<file path="config.mk">
export PLATFORM = sky130hd
export DESIGN_NAME = serial_audio_port
export DESIGN_NICKNAME = d
export VERILOG_FILES = /design/src/rtl/sap_pkg.sv /design/src/rtl/sap_edge.sv /design/src/rtl/sap_rx.sv /design/src/rtl/sap_tx.sv /design/src/rtl/serial_audio_port.sv
export SDC_FILE = /design/constraint.sdc
export NUM_CORES = 1
export LEC_CHECK = 0
export BUFFER_PORTS_ARGS = -buffer_cell sky130_fd_sc_hd__buf_2
export CORE_UTILIZATION = 40
export CTS_CLUSTER_DIAMETER = 200
export DETAILED_ROUTE_END_ITERATION = 10
export GPL_TIMING_DRIVEN = 0
export SLEW_MARGIN = 20
export SYNTH_ARGS = -nofsm -noshare
export SYNTH_HDL_FRONTEND = slang
export SYNTH_SLANG_ARGS = --single-unit
</file>
<file path="constraint.sdc">
create_clock -name clk -period 5.3 [get_ports clk]
set_clock_uncertainty 0.05 [all_clocks]
set_input_delay 0 -clock clk [delete_from_list [all_inputs] [get_ports clk]]
set_output_delay 0 -clock clk [all_outputs]
set_load 0.05 [all_outputs]
</file>
<file path="src/rtl/sap_pkg.sv">
package sap_pkg;

    parameter int unsigned SAMPLE_W = 24;
    localparam int unsigned LEN_W   = $clog2(SAMPLE_W + 1);

    typedef logic [SAMPLE_W-1:0] sample_t;

    typedef enum logic [1:0] {
        ALIGN_DELAYED = 2'd0,
        ALIGN_LEFT    = 2'd1,
        ALIGN_RIGHT   = 2'd2
    } align_e;

    typedef struct packed {
        align_e           align;
        logic [LEN_W-1:0] len;
    } lane_t;

    typedef struct packed {
        lane_t rx;
        lane_t tx;
    } port_cfg_t;

    localparam logic [LEN_W-1:0] FULL_LEN = LEN_W'(SAMPLE_W);

    function automatic port_cfg_t decode_fmt(logic [2:0] code);
        port_cfg_t        c;
        logic [LEN_W-1:0] tail;
        case (code[1:0])
            2'b01:   tail = LEN_W'(16);
            2'b10:   tail = LEN_W'(18);
            default: tail = LEN_W'(20);
        endcase
        if (code[1:0] == 2'b00) begin
            c.rx.align = code[2] ? ALIGN_LEFT : ALIGN_DELAYED;
            c.rx.len   = FULL_LEN;
            c.tx       = c.rx;
        end else begin
            c.rx.align = ALIGN_RIGHT;
            c.rx.len   = tail;
            c.tx.align = code[2] ? ALIGN_LEFT : ALIGN_RIGHT;
            c.tx.len   = code[2] ? FULL_LEN : tail;
        end
        return c;
    endfunction

    // Value of the serial bit in period k of a half-frame of 'slot' periods.
    function automatic logic lane_bit(lane_t c, int k, int slot, sample_t w);
        int   j;
        int   start;
        logic b;
        b = 1'b0;
        case (c.align)
            ALIGN_DELAYED: begin
                j = k - 1;
                if (j >= 0 && j < int'(c.len)) b = w[SAMPLE_W-1-j];
            end
            ALIGN_LEFT: begin
                j = k;
                if (j >= 0 && j < int'(c.len)) b = w[SAMPLE_W-1-j];
            end
            default: begin
                start = slot - int'(c.len);
                if (start >= 0 && k >= start && k < slot)
                    b = w[int'(c.len)-1-(k-start)];
            end
        endcase
        return b;
    endfunction

    // Keep the low n bits and sign-extend from bit n-1.
    function automatic sample_t tail_sext(sample_t sr, logic [LEN_W-1:0] n);
        logic signed [SAMPLE_W-1:0] t;
        int sh;
        sh = SAMPLE_W - int'(n);
        t  = sr << sh;
        t  = t >>> sh;
        return sample_t'(t);
    endfunction

endpackage

</file>
<file path="src/rtl/sap_edge.sv">
module sap_edge #(
    parameter int IN_STAGES = 2
) (
    input  logic clk,
    input  logic rst,
    input  logic bit_clk,
    input  logic lr_sel,
    input  logic ser_in,
    output logic rise,
    output logic fall,
    output logic ws_s,
    output logic din_s
);
    logic [IN_STAGES-1:0] bq, wq, dq;
    logic                 b_last;

    generate
        if (IN_STAGES == 1) begin : g_single
            always_ff @(posedge clk) begin
                if (rst) begin
                    bq <= '0; wq <= '0; dq <= '0;
                end else begin
                    bq <= bit_clk; wq <= lr_sel; dq <= ser_in;
                end
            end
        end else begin : g_chain
            always_ff @(posedge clk) begin
                if (rst) begin
                    bq <= '0; wq <= '0; dq <= '0;
                end else begin
                    bq <= {bq[IN_STAGES-2:0], bit_clk};
                    wq <= {wq[IN_STAGES-2:0], lr_sel};
                    dq <= {dq[IN_STAGES-2:0], ser_in};
                end
            end
        end
    endgenerate

    always_ff @(posedge clk) begin
        if (rst) b_last <= 1'b0;
        else     b_last <= bq[IN_STAGES-1];
    end

    assign rise  =  bq[IN_STAGES-1] & ~b_last;
    assign fall  = ~bq[IN_STAGES-1] &  b_last;
    assign ws_s  =  wq[IN_STAGES-1];
    assign din_s =  dq[IN_STAGES-1];

endmodule

</file>
<file path="src/rtl/sap_rx.sv">
module sap_rx
    import sap_pkg::*;
#(
    parameter int MAX_SLOT = 64
) (
    input  logic    clk,
    input  logic    rst,
    input  logic    rise,
    input  logic    ws_s,
    input  logic    din_s,
    input  lane_t   cfg,
    output sample_t play_left,
    output sample_t play_right,
    output logic    play_valid
);
    localparam int CW = $clog2(MAX_SLOT);

    logic          ws_prev;
    logic [CW-1:0] rk, rk_nxt;
    sample_t       msb_acc, acc_nxt;
    sample_t       tail_sr;
    sample_t       left_hold;
    sample_t       finalized;
    logic          armed;
    logic          edge_new;
    int            j;
    int            off;

    always_comb begin
        edge_new  = rise && (ws_s != ws_prev);
        finalized = (cfg.align == ALIGN_RIGHT) ? tail_sext(tail_sr, cfg.len) : msb_acc;
        if (edge_new)                      rk_nxt = '0;
        else if (rk == CW'(MAX_SLOT - 1))  rk_nxt = rk;
        else                               rk_nxt = rk + 1'b1;
        off     = (cfg.align == ALIGN_DELAYED) ? 1 : 0;
        j       = int'(rk_nxt) - off;
        acc_nxt = edge_new ? '0 : msb_acc;
        if (cfg.align != ALIGN_RIGHT && j >= 0 && j < int'(cfg.len))
            acc_nxt[SAMPLE_W-1-j] = din_s;
    end

    always_ff @(posedge clk) begin
        if (rst) begin
            ws_prev    <= 1'b0;
            rk         <= '0;
            msb_acc    <= '0;
            tail_sr    <= '0;
            left_hold  <= '0;
            armed      <= 1'b0;
            play_left  <= '0;
            play_right <= '0;
            play_valid <= 1'b0;
        end else begin
            play_valid <= 1'b0;
            if (rise) begin
                ws_prev <= ws_s;
                rk      <= rk_nxt;
                msb_acc <= acc_nxt;
                tail_sr <= {tail_sr[SAMPLE_W-2:0], din_s};
                if (edge_new) begin
                    if (!ws_prev) begin
                        left_hold <= finalized;
                    end else begin
                        armed <= 1'b1;
                        if (armed) begin
                            play_left  <= left_hold;
                            play_right <= finalized;
                            play_valid <= 1'b1;
                        end
                    end
                end
            end
        end
    end

    // strobe lasts one cycle
    p_valid_single_r9: assert property (@(posedge clk) disable iff (rst)
        play_valid |=> !play_valid);

    // strobe follows a rising edge seen with word select low
    p_valid_src_r9: assert property (@(posedge clk) disable iff (rst)
        play_valid |-> ($past(rise) && !$past(ws_s)));

    // playback words move only with the strobe
    p_left_hold_r9: assert property (@(posedge clk) disable iff (rst)
        !$stable(play_left) |-> play_valid);

    p_right_hold_r9: assert property (@(posedge clk) disable iff (rst)
        !$stable(play_right) |-> play_valid);

endmodule

</file>
<file path="src/rtl/sap_tx.sv">
module sap_tx
    import sap_pkg::*;
#(
    parameter int MAX_SLOT = 64
) (
    input  logic    clk,
    input  logic    rst,
    input  logic    fall,
    input  logic    ws_s,
    input  lane_t   cfg,
    input  sample_t rec_left,
    input  sample_t rec_right,
    output logic    ser_out
);
    localparam int CW = $clog2(MAX_SLOT);
    localparam int SW = $clog2(MAX_SLOT + 1);

    logic          ws_prev;
    logic [CW-1:0] tk, tk_nxt;
    logic [SW-1:0] slot_len, len_nxt;
    sample_t       word, word_nxt;
    logic          new_half;
    logic          bit_nxt;

    always_comb begin
        new_half = (ws_s != ws_prev);
        if (new_half)                      tk_nxt = '0;
        else if (tk == CW'(MAX_SLOT - 1))  tk_nxt = tk;
        else                               tk_nxt = tk + 1'b1;
        len_nxt  = new_half ? (SW'(tk) + SW'(1)) : slot_len;
        word_nxt = new_half ? (ws_s ? rec_right : rec_left) : word;
        bit_nxt  = lane_bit(cfg, int'(tk_nxt), int'(len_nxt), word_nxt);
    end

    always_ff @(posedge clk) begin
        if (rst) begin
            ws_prev  <= 1'b0;
            tk       <= '0;
            slot_len <= '0;
            word     <= '0;
            ser_out  <= 1'b0;
        end else if (fall) begin
            ws_prev  <= ws_s;
            tk       <= tk_nxt;
            slot_len <= len_nxt;
            word     <= word_nxt;
            ser_out  <= bit_nxt;
        end
    end

    // the line moves only after a detected falling edge
    p_out_on_fall_r7: assert property (@(posedge clk) disable iff (rst)
        !$stable(ser_out) |-> $past(fall));

endmodule

</file>
<file path="src/rtl/serial_audio_port.sv">
module serial_audio_port
    import sap_pkg::*;
#(
    parameter int MAX_SLOT  = 64,
    parameter int IN_STAGES = 2
) (
    input  logic                clk,
    input  logic                rst,
    input  logic [2:0]          fmt_sel,
    input  logic                bit_clk,
    input  logic                lr_sel,
    input  logic                ser_in,
    input  logic [SAMPLE_W-1:0] rec_left,
    input  logic [SAMPLE_W-1:0] rec_right,
    output logic                ser_out,
    output logic [SAMPLE_W-1:0] play_left,
    output logic [SAMPLE_W-1:0] play_right,
    output logic                play_valid
);
    port_cfg_t cfg;
    logic      rise, fall, ws_s, din_s;

    assign cfg = decode_fmt(fmt_sel);

    sap_edge #(.IN_STAGES(IN_STAGES)) u_edge (
        .clk(clk), .rst(rst), .bit_clk(bit_clk), .lr_sel(lr_sel), .ser_in(ser_in),
        .rise(rise), .fall(fall), .ws_s(ws_s), .din_s(din_s)
    );

    sap_rx #(.MAX_SLOT(MAX_SLOT)) u_rx (
        .clk(clk), .rst(rst), .rise(rise), .ws_s(ws_s), .din_s(din_s), .cfg(cfg.rx),
        .play_left(play_left), .play_right(play_right), .play_valid(play_valid)
    );

    sap_tx #(.MAX_SLOT(MAX_SLOT)) u_tx (
        .clk(clk), .rst(rst), .fall(fall), .ws_s(ws_s), .cfg(cfg.tx),
        .rec_left(rec_left), .rec_right(rec_right), .ser_out(ser_out)
    );

endmodule

</file>
==> results.txt <==
The wire length reported by the detailed router is about 36000 um. The aggregate global routing overflow is 0. For this run, the total global-route usage over all layers was measured as 0.257. The post-detailed-route count of antenna-violating nets came out at 0. The maximum clock insertion buffer count came out at 2.

The adder-cell area share of the yosys netlist is 0.0522. The full die area is ~28000 um^2. Setup repair after global routing left no endpoint under its margin. The mapped cell area is about 11000 um^2. The detailed router finished its first iteration with 1167 violations.

The transition at the pin with the smallest max-transition slack is 0.839 ns. In the synthesized netlist the dominant register cell turns out to be sky130_fd_sc_hd__dfxtp_1. In this run, synthesis produced a sequential element count of approximately 180.

The worst setup path is captured at a flop. The fraction of the mapped netlist area in compound gates came out at 0.239. The H-tree depth is 4. The XOR/XNOR share of the synthesized area is 0.0273.

Counting every net in the synthesized netlist gives 1490. The boundary pin count came out at 106. The post-synthesis share of cell area spent on and, or, nand and nor gates is 0.217. The number of antenna violations at the first check in global routing came out at 0. The CTS tree is yes. The combinational family with the most area after synthesis is compound AO/OA/AOI/OAI gates. The proportion of register bits with asynchronous set or reset after synthesis came out at 0. The DRC violations left is 0.

The share of the synthesized area in the top cell type came out at 0.315. The clock latency reported for the late side of the worst-skew pair is around 0.45 ns. The type of the most critical hold path is input pin to flop. The portion of synthesized area spent on multiplexers is 0.0914. The area added between synthesis and finish came out at 16.0%. The final setup slack of the worst path came out at 0.309 ns.

The type of the setup path with the least slack is flop to flop. The number of global-route vias before repair is 10000. The number of synthesized flops with an enable pin is 0. The static power due to leakage came out at 4.65 nW. The ratio of final minimum period to clock period came out at 0.942. The root buffer selected by CTS is sky130_fd_sc_hd__clkbuf_16.

STA classifies the critical path startpoint as a flop. The setup-violating endpoint count in the final report is 0. The setup slack on the worst flop-to-flop path came out at 0.31 ns. The first-pass GRT wire length came out at 57400 um.

The count of unique library cells instantiated by Yosys is 90. Max-cap violations in this run came to 0. The final-report hold violation count is 0. A synthesized cell averages 8.01 um^2. The max-slew violation total from the final report came out at 0.

The maximum clock frequency is 200 MHz. The number of clock sinks is 175. STA puts the critical path data arrival time at 5.25 ns.

The port buffer count is around 100. The total via count in the routed design is 10900. The net count of the finished layout is 1619. Measured on the finished design, the core utilization comes to 0.476. The worst slack at placement came out at -0.510 ns. The total number of yosys warnings is 0. The first TritonRoute pass finished after 8 iterations. The initial standard-cell utilization of the core is 0.411. Across the VDD grid, the largest voltage drop is 220 uV. The overall die height is about 170 um. Of the synthesized area, sequential elements account for 0.315. The worst pin sits at a relative slew slack of 0.436.

In this run the power density over the cells is 251 nW/um^2. The flow ran to the end, and the final reports show no timing, DRC or antenna violations. The via density per instance is 5.73. The half-perimeter wire length after detailed placement is 27600 um. In this run the standard cell core region covers approximately 27000 um^2. The number of standard cells after synthesis came out at 1390. Of the cells placed in the final design, the portion with a size suffix greater than 1 is 0.181. The required time of the critical path came out at between 5 and 6 ns. The number of CTS-inserted buffers came out at 17. The die width is 169 um. Entering global routing, the biggest net connects 23 pins. The clock period minus final worst setup slack came out at 4.99 ns. Of all nets on the critical path, the largest fanout is 10.

The average wire per cell in the routed design came out at 19.0 um. The total power of the final layout came out at 3.24 mW. The number of antenna diodes in the final layout is 0. Sorting the synthesized cells by area gives the leading types as sky130_fd_sc_hd__dfxtp_1 (31%), sky130_fd_sc_hd__nand2_1 (7.6%), sky130_fd_sc_hd__a21oi_1 (7.1%), sky130_fd_sc_hd__mux4_2 (5.3%), sky130_fd_sc_hd__ha_1 (4.5%). The library cell occupying the most area in the post-synthesis netlist is sky130_fd_sc_hd__dfxtp_1. The floorplan has 60 rows. After clock tree synthesis, the clock-pin slew on the worst setup and hold paths is approximately 0.090 ns.

The congestion estimate from routability-driven global placement came to 0.942.
-- cells in the mapped netlist (9+ instances only) --
library cell and count:
sky130_fd_sc_hd__mux2i_1 33, sky130_fd_sc_hd__clkbuf_1 75, sky130_fd_sc_hd__dfxtp_1 175, sky130_fd_sc_hd__nand2b_1 14, sky130_fd_sc_hd__nand3_1 57, sky130_fd_sc_hd__xnor2_1 14
sky130_fd_sc_hd__inv_1 38, sky130_fd_sc_hd__ha_1 40, sky130_fd_sc_hd__nor2_1 123, sky130_fd_sc_hd__o21ai_0 54, sky130_fd_sc_hd__buf_2 15, sky130_fd_sc_hd__a21o_1 10
sky130_fd_sc_hd__buf_1 11, sky130_fd_sc_hd__nand2_1 225, sky130_fd_sc_hd__and3_1 9, sky130_fd_sc_hd__a311oi_1 12, sky130_fd_sc_hd__a211oi_1 30, sky130_fd_sc_hd__mux2_2 9
sky130_fd_sc_hd__o221a_2 13, sky130_fd_sc_hd__a21oi_1 158, sky130_fd_sc_hd__a31oi_1 22, sky130_fd_sc_hd__mux4_2 26, sky130_fd_sc_hd__nor2b_1 15, sky130_fd_sc_hd__nor3_1 20
sky130_fd_sc_hd__o211ai_1 11, sky130_fd_sc_hd__or3b_2 17
-- metal layers --
metal / part of all wire / GRT usage
met5: 0 / 0
met4: 0.019 / 0.0715
met3: 0.068 / 0.0414
met2: 0.43 / 0.393
met1: 0.48 / 0.372
-- worst max-delay path: stages, from the launching register on --
cell	delay [ns]
sky130_fd_sc_hd__dfxtp_2	0.36
sky130_fd_sc_hd__buf_4	0.19
sky130_fd_sc_hd__xnor2_2	0.30
sky130_fd_sc_hd__buf_4	0.28
sky130_fd_sc_hd__nor2_1	0.09
sky130_fd_sc_hd__a21oi_4	0.24
sky130_fd_sc_hd__ha_1	0.24
sky130_fd_sc_hd__fa_1	0.49
sky130_fd_sc_hd__fa_1	0.52
sky130_fd_sc_hd__inv_1	0.04
sky130_fd_sc_hd__ha_1	0.45
sky130_fd_sc_hd__a21o_1	0.24
sky130_fd_sc_hd__a21oi_1	0.28
sky130_fd_sc_hd__xor2_1	0.22
sky130_fd_sc_hd__o41ai_1	0.10
sky130_fd_sc_hd__o22ai_1	0.26
sky130_fd_sc_hd__nor4_2	0.07
sky130_fd_sc_hd__a211oi_1	0.29
sky130_fd_sc_hd__a311oi_2	0.14
-- metrics by stage --
stage / setup TNS, ns / hold slack (ns) / cell area (um^2) / std cells
6_report: 0 / 0.0101 / 12900 / 1904
5_1_grt: 0 / 0.0418 / 12900 / 1904
4_1_cts: 0 / 0.00445 / 12800 / 1901
3_5_place_dp: -6.43 / 0.169 / 12100 / 1866
3_3_place_gp: -4.77 / 0.164 / 12100 / 1866
2_1_floorplan: 0 / 0.0782 / 11100 / 1390
-- worst paths after layout --
kind                                   start       endpoint  cells after the start
worst min-delay path            rec_left[17]  u_tx.word[17]                      4
worst max register to register  u_tx.ws_prev   u_tx.ser_out                     18
worst max-delay path            u_tx.ws_prev   u_tx.ser_out                     18
worst min register to register  u_edge.wq[0]   u_edge.wq[1]                      1
-- repair_timing --
item                                   in CTS  in global routing
gates resized for setup                     6                 21
setup buffers                               0                  3
endpoints found under the hold margin       6                  0
setup endpoints to repair                  24                 24
hold buffers                                5                  0
pin swaps                                   0                  4
-- cells in the final DEF (no fill, tap or decap), types with 15 or more instances in the layout --
| master | instances |
|---|---|
| sky130_fd_sc_hd__nand2_1 | 225 |
| sky130_fd_sc_hd__dfxtp_1 | 174 |
| sky130_fd_sc_hd__a21oi_1 | 156 |
| sky130_fd_sc_hd__nor2_1 | 122 |
| sky130_fd_sc_hd__buf_2 | 117 |
| sky130_fd_sc_hd__clkbuf_1 | 69 |
| sky130_fd_sc_hd__nand3_1 | 57 |
| sky130_fd_sc_hd__o21ai_0 | 54 |
| sky130_fd_sc_hd__ha_1 | 40 |
| sky130_fd_sc_hd__inv_1 | 38 |
| sky130_fd_sc_hd__mux2i_1 | 33 |
| sky130_fd_sc_hd__a211oi_1 | 30 |
| sky130_fd_sc_hd__mux4_2 | 26 |
| sky130_fd_sc_hd__a31oi_1 | 22 |
| sky130_fd_sc_hd__nor3_1 | 20 |
| sky130_fd_sc_hd__or3b_2 | 17 |
| sky130_fd_sc_hd__clkbuf_16 | 17 |
| sky130_fd_sc_hd__nor2b_1 | 15 |
-- sequential cells by signal, indices dropped and copies added (netlist names), 6 cells and up --
| register | flops |
|---|---|
| u_rx.left_hold | 24 |
| u_rx.rk | 6 |
| u_rx.msb_acc | 24 |
| u_tx.slot_len | 7 |
| u_rx.tail_sr | 24 |
| u_tx.tk | 6 |
| u_tx.word | 24 |
| u_rx.play_left | 24 |
| u_rx.play_right | 24 |
-- power by group --
part | total [mW] | switching [mW] | leakage [nW] | internal [mW]
combinational | 0.548 | 0.343 | 2.93 | 0.205
clock | 1.36 | 0.698 | 0.307 | 0.662
sequential | 1.33 | 0.00511 | 1.41 | 1.32
-- cell families after synthesis --
group / after synthesis
AND/OR/NAND/NOR: 523
AO/OA/AOI/OAI: 399
flip-flops: 175
buffers and inverters: 154
multiplexers: 68
adder cells (fa/ha/maj): 44
XOR/XNOR: 27
-- cell type report --
type	instances	area [um^2]
plain buffers	110	497
repair buffers	112	593
clock buffers	17	425
well taps	372	465
clock inverters	15	216
inverters	42	158
flip-flops and latches	175	3500
fillers	2716	14200
multi-input cells	1061	7050
Note: power is estimated with default switching activity, not from simulation.
